<file path="config.mk">
export PLATFORM = sky130hd
export DESIGN_NAME = rxq_flag_ctrl
export DESIGN_NICKNAME = d
export VERILOG_FILES = /design/src/rtl/rxq_pkg.sv /design/src/rtl/rxq_trig_sel.sv /design/src/rtl/rxq_store.sv /design/src/rtl/rxq_idle_watch.sv /design/src/rtl/rxq_flag_ctrl.sv
export SDC_FILE = /design/constraint.sdc
export NUM_CORES = 1
export LEC_CHECK = 0
export BUFFER_PORTS_ARGS = -buffer_cell sky130_fd_sc_hd__buf_2
export CAP_MARGIN = 0
export CORE_MARGIN = 10
export CORE_UTILIZATION = 60
export DETAILED_ROUTE_END_ITERATION = 10
export PLACE_DENSITY = 0.81
export SETUP_SLACK_MARGIN = 0.15
export SLEW_MARGIN = 20
export SYNTH_ARGS = -nofsm -noshare
export SYNTH_HDL_FRONTEND = slang
export SYNTH_HIERARCHICAL = 1
export SYNTH_SLANG_ARGS = --single-unit
</file>
<file path="constraint.sdc">
create_clock -name clk -period 1.1 [get_ports clk]
set_input_delay 0.22 -clock clk [delete_from_list [all_inputs] [get_ports clk]]
set_output_delay 0.22 -clock clk [all_outputs]
set_load 0.01 [all_outputs]
</file>
<file path="src/rtl/rxq_pkg.sv">
package rxq_pkg;
  localparam int unsigned FLAG_READY = 0;
  localparam int unsigned FLAG_FULL  = 1;
  localparam int unsigned FLAG_OVR   = 2;

  // Trigger level for a code, scaled from the queue depth.
  function automatic int unsigned trig_for(input int unsigned code, input int unsigned depth);
    case (code)
      0:       trig_for = 1;
      1:       trig_for = depth / 4;
      2:       trig_for = depth / 2;
      default: trig_for = depth - 2;
    endcase
  endfunction
endpackage

</file>
<file path="src/rtl/rxq_trig_sel.sv">
module rxq_trig_sel #(
  parameter int unsigned DEPTH = 16,
  parameter int unsigned CW    = $clog2(DEPTH + 1)
) (
  input  logic [1:0]    sel,
  output logic [CW-1:0] lvl
);
  localparam int unsigned NCODES = 4;

  logic [CW-1:0] lvl_tab [NCODES];

  for (genvar g = 0; g < NCODES; g++) begin : g_lvl
    assign lvl_tab[g] = CW'(rxq_pkg::trig_for(g, DEPTH));
  end

  assign lvl = lvl_tab[sel];
endmodule

</file>
<file path="src/rtl/rxq_store.sv">
module rxq_store #(
  parameter int unsigned DEPTH = 16,
  parameter int unsigned DW    = 8,
  parameter int unsigned CW    = $clog2(DEPTH + 1)
) (
  input  logic          clk,
  input  logic          rst_n,
  input  logic          clr,
  input  logic          push,
  input  logic [DW-1:0] push_data,
  input  logic          pop,
  output logic [CW-1:0] count,
  output logic [CW-1:0] count_nxt,
  output logic [DW-1:0] head_data
);
  localparam int unsigned AW = (DEPTH > 1) ? $clog2(DEPTH) : 1;
  localparam logic [AW-1:0] LAST = AW'(DEPTH - 1);

  logic [DW-1:0] mem [DEPTH];
  logic [AW-1:0] wr_q, rd_q, wr_d, rd_d;

  function automatic logic [AW-1:0] bump(input logic [AW-1:0] p);
    bump = (p == LAST) ? '0 : p + 1'b1;
  endfunction

  always_comb begin
    wr_d      = wr_q;
    rd_d      = rd_q;
    count_nxt = count;
    if (clr) begin
      wr_d      = '0;
      rd_d      = '0;
      count_nxt = '0;
    end else begin
      if (push) wr_d = bump(wr_q);
      if (pop)  rd_d = bump(rd_q);
      case ({push, pop})
        2'b10:   count_nxt = count + 1'b1;
        2'b01:   count_nxt = count - 1'b1;
        default: count_nxt = count;
      endcase
    end
  end

  always_ff @(posedge clk or negedge rst_n) begin
    if (!rst_n) begin
      wr_q  <= '0;
      rd_q  <= '0;
      count <= '0;
    end else begin
      wr_q  <= wr_d;
      rd_q  <= rd_d;
      count <= count_nxt;
    end
  end

  always_ff @(posedge clk) begin
    if (push && !clr) mem[wr_q] <= push_data;
  end

  assign head_data = mem[rd_q];
endmodule

</file>
<file path="src/rtl/rxq_idle_watch.sv">
module rxq_idle_watch (
  input  logic clk,
  input  logic rst_n,
  input  logic tick,
  input  logic push,
  output logic quiet
);
  logic cur_q, prev_q, cur_d, prev_d;

  always_comb begin
    cur_d  = cur_q | push;
    prev_d = prev_q;
    if (tick) begin
      cur_d  = 1'b0;
      prev_d = cur_q | push;
    end
  end

  always_ff @(posedge clk or negedge rst_n) begin
    if (!rst_n) begin
      cur_q  <= 1'b0;
      prev_q <= 1'b0;
    end else begin
      cur_q  <= cur_d;
      prev_q <= prev_d;
    end
  end

  // No byte in the interval ending now nor in the one before it.
  assign quiet = !(cur_q | push) && !prev_q;
endmodule

</file>
<file path="src/rtl/rxq_flag_ctrl.sv">
module rxq_flag_ctrl #(
  parameter int unsigned DEPTH = 16,
  parameter int unsigned DW    = 8,
  parameter int unsigned CW    = $clog2(DEPTH + 1)
) (
  input  logic          clk,
  input  logic          rst_n,
  input  logic          rx_en,
  input  logic          loop_sel,
  input  logic          line_valid,
  input  logic [DW-1:0] line_data,
  input  logic          loop_valid,
  input  logic [DW-1:0] loop_data,
  input  logic [1:0]    trig_sel,
  input  logic          rie,
  input  logic          eie,
  input  logic          frame_tick,
  input  logic          pop_req,
  input  logic          fifo_reset,
  input  logic          flag_wr,
  input  logic [2:0]    flag_wdata,
  output logic [DW-1:0] pop_data,
  output logic [CW-1:0] rx_count,
  output logic          full_flag,
  output logic          ready_flag,
  output logic          ovr_flag,
  output logic          rx_irq,
  output logic          err_irq,
  output logic          dma_req
);
  import rxq_pkg::*;

  localparam logic [CW-1:0] FULL_CNT = CW'(DEPTH);

  // Reset: asserted at once, released on a clock edge.
  logic [1:0] rs_q;
  logic       rst_s_n;
  always_ff @(posedge clk or negedge rst_n) begin
    if (!rst_n) rs_q <= 2'b00;
    else        rs_q <= {rs_q[0], 1'b1};
  end
  assign rst_s_n = rs_q[1];

  logic          src_valid, rx_open, push_try, push_acc, pop_acc, has_space, ovr_evt;
  logic [DW-1:0] src_data, head_data;
  logic [CW-1:0] count_nxt, trig_lvl;
  logic          quiet, full_set, ready_set;
  logic          clr_full_req, clr_ready_req, clr_ovr_req, err_en;
  logic          full_d, ready_d, ovr_d, rx_irq_d, err_irq_d, dma_d;
  logic [DW-1:0] pop_d;

  assign src_valid = loop_sel ? loop_valid : line_valid;
  assign src_data  = loop_sel ? loop_data  : line_data;
  assign rx_open   = rx_en && !ovr_flag;
  assign pop_acc   = pop_req && (rx_count != '0) && !fifo_reset;
  assign has_space = (rx_count != FULL_CNT) || pop_acc;
  assign push_try  = src_valid && rx_open && !fifo_reset;
  assign push_acc  = push_try && has_space;
  assign ovr_evt   = push_try && !has_space;

  rxq_store #(.DEPTH(DEPTH), .DW(DW), .CW(CW)) store_i (
    .clk       (clk),
    .rst_n     (rst_s_n),
    .clr       (fifo_reset),
    .push      (push_acc),
    .push_data (src_data),
    .pop       (pop_acc),
    .count     (rx_count),
    .count_nxt (count_nxt),
    .head_data (head_data)
  );

  rxq_trig_sel #(.DEPTH(DEPTH), .CW(CW)) trig_i (
    .sel (trig_sel),
    .lvl (trig_lvl)
  );

  rxq_idle_watch idle_i (
    .clk   (clk),
    .rst_n (rst_s_n),
    .tick  (frame_tick),
    .push  (push_acc),
    .quiet (quiet)
  );

  assign full_set  = push_acc && (count_nxt >= trig_lvl);
  assign ready_set = frame_tick && !ready_flag && quiet &&
                     (count_nxt != '0) && (count_nxt < trig_lvl);

  assign clr_full_req  = flag_wr && !flag_wdata[FLAG_FULL];
  assign clr_ready_req = flag_wr && !flag_wdata[FLAG_READY];
  assign clr_ovr_req   = flag_wr && !flag_wdata[FLAG_OVR];
  assign err_en        = rie || eie;

  always_comb begin
    full_d = full_flag;
    if (fifo_reset)                                            full_d = 1'b0;
    else if (full_set)                                         full_d = 1'b1;
    else if ((pop_acc || clr_full_req) && count_nxt < trig_lvl) full_d = 1'b0;

    ready_d = ready_flag;
    if (fifo_reset)                                              ready_d = 1'b0;
    else if (ready_set)                                          ready_d = 1'b1;
    else if ((pop_acc || clr_ready_req) && count_nxt == '0)      ready_d = 1'b0;

    ovr_d = ovr_flag;
    if (ovr_evt)          ovr_d = 1'b1;
    else if (clr_ovr_req) ovr_d = 1'b0;

    rx_irq_d = rx_irq;
    if (rie && (full_set || ready_set))     rx_irq_d = 1'b1;
    else if (!rie || (!full_d && !ready_d)) rx_irq_d = 1'b0;

    err_irq_d = err_irq;
    if (ovr_evt && err_en)       err_irq_d = 1'b1;
    else if (!err_en || !ovr_d)  err_irq_d = 1'b0;

    dma_d = full_set || ready_set;

    pop_d = pop_data;
    if (pop_acc)      pop_d = head_data;
    else if (pop_req) pop_d = '0;
  end

  always_ff @(posedge clk or negedge rst_s_n) begin
    if (!rst_s_n) begin
      full_flag  <= 1'b0;
      ready_flag <= 1'b0;
      ovr_flag   <= 1'b0;
      rx_irq     <= 1'b0;
      err_irq    <= 1'b0;
      dma_req    <= 1'b0;
      pop_data   <= '0;
    end else begin
      full_flag  <= full_d;
      ready_flag <= ready_d;
      ovr_flag   <= ovr_d;
      rx_irq     <= rx_irq_d;
      err_irq    <= err_irq_d;
      dma_req    <= dma_d;
      pop_data   <= pop_d;
    end
  end
endmodule

</file>
==> impl_metrics.csv <==
group,metric,value,unit
run_status,outcome,"complete, but fails checks",
run_status,violations,"negative setup slack",
synth,postSynth.asyncResetShare,19.5,%
clock_network,cts_sinks,159,
critical_path,cp-end-kind,"register",
layout,mostFrequentLayoutCells,"edfxtp_1 (128), buf_4 (53), buf_2 (43)",
routing,route.detailed.drc,0,
global_route,grt_pass1_vias,5140,
synth,ys_seq_area_share,66.7,%
synth,synth_ff_type,"edfxtp_1",
routing,dr.pass1.iters,8,
sta,setup_viol,176,
critical_path,path_cells,"nor4_4 > nand3_1 > and2_4 > inv_4 > ha_4 > xor2_2 > ha_2 > a21oi_2 > xor2_1 > or3_1 > a21oi_2 > ha_1 > a21oi_2 > o221ai_2 > nor3_2 > a21oi_2 > nor2_1",
synth,syn_inst,461,
synth,syn_avg_cell_area,15.0,um^2
critical_path,cpPeakStageDelay,430,ps
critical_path,crit_fanout,4,
floorplan,start_util,60.9,%
routing,initialDrtViolationCount,726,
synth,ys_warn_count,6,
layout,final_common_cell,"edfxtp_1",
routing,wirelength,21800,um
floorplan,die_area,16200,um^2
sta,maxSlewViolCount,0,
layout,finalInstanceArea,9530,um^2
worst_hold_path,hp-class,"input port to register",
clock_network,insertion_delay,420,ps
power,vdd_drop_max,1.37,mV
routing,vias_per_cell,6.58,
floorplan,coreArea,11400,um^2
layout,drive_above_1_share,47.2,%
critical_path,cp.arrival,4180,ps
sta,post-route-period-util,352,%
routing,via_count,5013,
floorplan,rows,39,
job,max_cap_violations,0,
routing,routedWlPerCell,28.6,um
clock_network,numCtsBuffers,17,
critical_path,crit_required,1400,ps
clock_network,cts.clk_slew.worst_paths,60,ps
clock_network,cts_root_buffer,"clkbuf_16",
global_route,met1_usage,30.6,%
sta,period_minus_slack,3870,ps
layout,fin_nets,651,
place,dp_hpwl,11200,um
global_route,grt_use_met2,41.3,%
global_route,top_usage_layer,"met2",
global_route,overflow,0,
global_route,met3_usage,5.17,%
global_route,grt_max_degree,30,
global_route,antenna_found_initial,2,
floorplan,die_y,127,um
layout,area_growth,37.7,%
place,dp_slack,-2470,ps
synth,synth_edf_count,128,
clock_network,cts_tree,"yes",
power,finalPower,15.9,mW
place,place_congestion,0.871,
routing,antenna_left,0,
sta,rsz0062_at_grt,"yes",
synth,synth.cell_area,6920,um^2
critical_path,crit_slowest_cell,"dfrtp_2",
power,total_leakage_power,3.45,nW
synth,syn_nets,507,
sta,finalHoldViolations,0,
synth,synth_cell_type_count,43,
global_route,gr-usage-all-layers,25.2,%
sta,setup_slack,-2770,ps
place,portBuffers,51,
global_route,grt_pass1_wl,30800,um
critical_path,crit_top_cell,"a21oi_2",
floorplan,dieWidth,127,um
critical_path,path_class,"register to register",
clock_network,clock_path_buffers,2,
sta,fmax,258,MHz
sta,skew,13.1,ps
clock_network,h-tree-depth,4,
place,place_area,8040,um^2
synth,ys_ff_latch,159,
power,pwr_density_cell,1670,nW/um^2
floorplan,ios,52,
critical_path,critPathLaunchType,"register",
power breakdown:
part / switching, mW / internal (mW)
clock: 2.39 / 3.47
combinational: 1.63 / 1.60
sequential: 0.133 / 6.69
cell usage after synthesis, drive strengths merged (2+ instances only):
cell,n,share of area (%)
edfxtp,128,56
mux2i,36,5.2
dfrtp,31,11
nor2,31,1.7
nand2,29,1.6
inv,25,1.4
o21ai,24,1.7
a21oi,17,1.4
a221oi,17,2.2
buf,16,2.1
mux4,16,5.2
ha,13,2.3
a22oi,9,0.98
mux2,9,1.5
clkbuf,8,0.43
nor3,7,0.51
nand2b,5,0.45
xor2,5,0.63
nor2b,4,0.36
or3,4,0.36
a311oi,3,0.38
and2,3,0.31
nand3,3,0.22
a21o,2,0.22
a32oi,2,0.25
conb,2,0.11
nand4,2,0.18
o221ai,2,0.25
or4,2,0.22
state kept, by name, summed over array words and instances, names as in the netlist:
signal,count
pop_data,8
full_flag,1
store_i/mem,128
store_i/wr_q,4
rs_q,2
ready_flag,1
dma_req,1
store_i/count,5
err_irq,1
rx_irq,1
idle_i/cur_q,1
ovr_flag,1
store_i/rd_q,4
idle_i/prev_q,1
kinds of logic (layout without fill, tap and decap cells):
| family | after synthesis | after routing | share of synthesized area (%) |
|---|---|---|---|
| xor+xnor | 5 | 5 | 0.632 |
| flops | 159 | 159 | 66.7 |
| compound gates | 78 | 78 | 7.72 |
| mux | 61 | 61 | 11.9 |
| other cells | 2 | 3 | 0.108 |
| simple gates | 94 | 94 | 6.76 |
| buf+inv | 49 | 206 | 3.85 |
| fa+ha+maj | 13 | 13 | 2.35 |
metal layers:
metal / vias up / routed length [um]
li1: 2045 / -
met2: 354 / 10900
met4: 2 / 1290
met3: 114 / 1550
met5: - / 13
met1: 2498 / 8040
final cells by class:
type | count | area (um^2)
Clock buffer | 23 | 468
Multi-Input combinational cell | 253 | 2570
Tap cell | 143 | 179
Antenna cell | 1 | 2.50
Fill cell | 515 | 1840
Inverter | 25 | 96.3
Clock inverter | 9 | 111
Timing Repair Buffer | 149 | 1480
Sequential cell | 159 | 4620
repair_timing:
| action | CTS | global route |
|---|---|---|
| pin swaps | 46 | 11 |
| hold buffers | 1 | 0 |
| endpoints found under the hold margin | 2 | 0 |
| resized for setup | 92 | 26 |
| endpoints found under the setup margin | 176 | 192 |
| setup buffers | 22 | 3 |
| cloned | 5 | 0 |
worst paths after layout:
check / slack [ps] / start / cells after the start / end
worst max-delay path: -2770 / store_i/count[2] / 17 / ready_flag
worst min-delay path: 80 / rie / 3 / rx_irq
worst max register to register: -2770 / store_i/count[2] / 17 / ready_flag
worst min register to register: 250 / rs_q[1] / 1 / store_i/wr_q[2]
max in group asynchronous: 540 / rs_q[1] / 1 / store_i/rd_q[0]
min in group asynchronous: 110 / rst_n / 2 / rs_q[0]
through the flow:
stage,hold slack [ps],std cells,setup TNS (ps),utilization (%)
4_1_cts,25.0,758,-176010,82.3
2_1_floorplan,-75.6,461,-145360,-
3_3_place_gp,9.00,698,-182480,70.7
5_1_grt,68.9,762,-212740,83.8
6_report,80.3,762,-207390,83.8
3_5_place_dp,10.8,698,-198290,70.7
critical path: cells and delay by family, from the launching register on:
kind	cells	cell delay [ps]
and+or+nand+nor	6	1560
adders and majority gates	3	700
AOI/OAI and AO/OA	5	700
DFF	1	430
xor gates and xnor gates	2	310
buffers and inverters	1	60
Power figures use the tool's default switching activity.
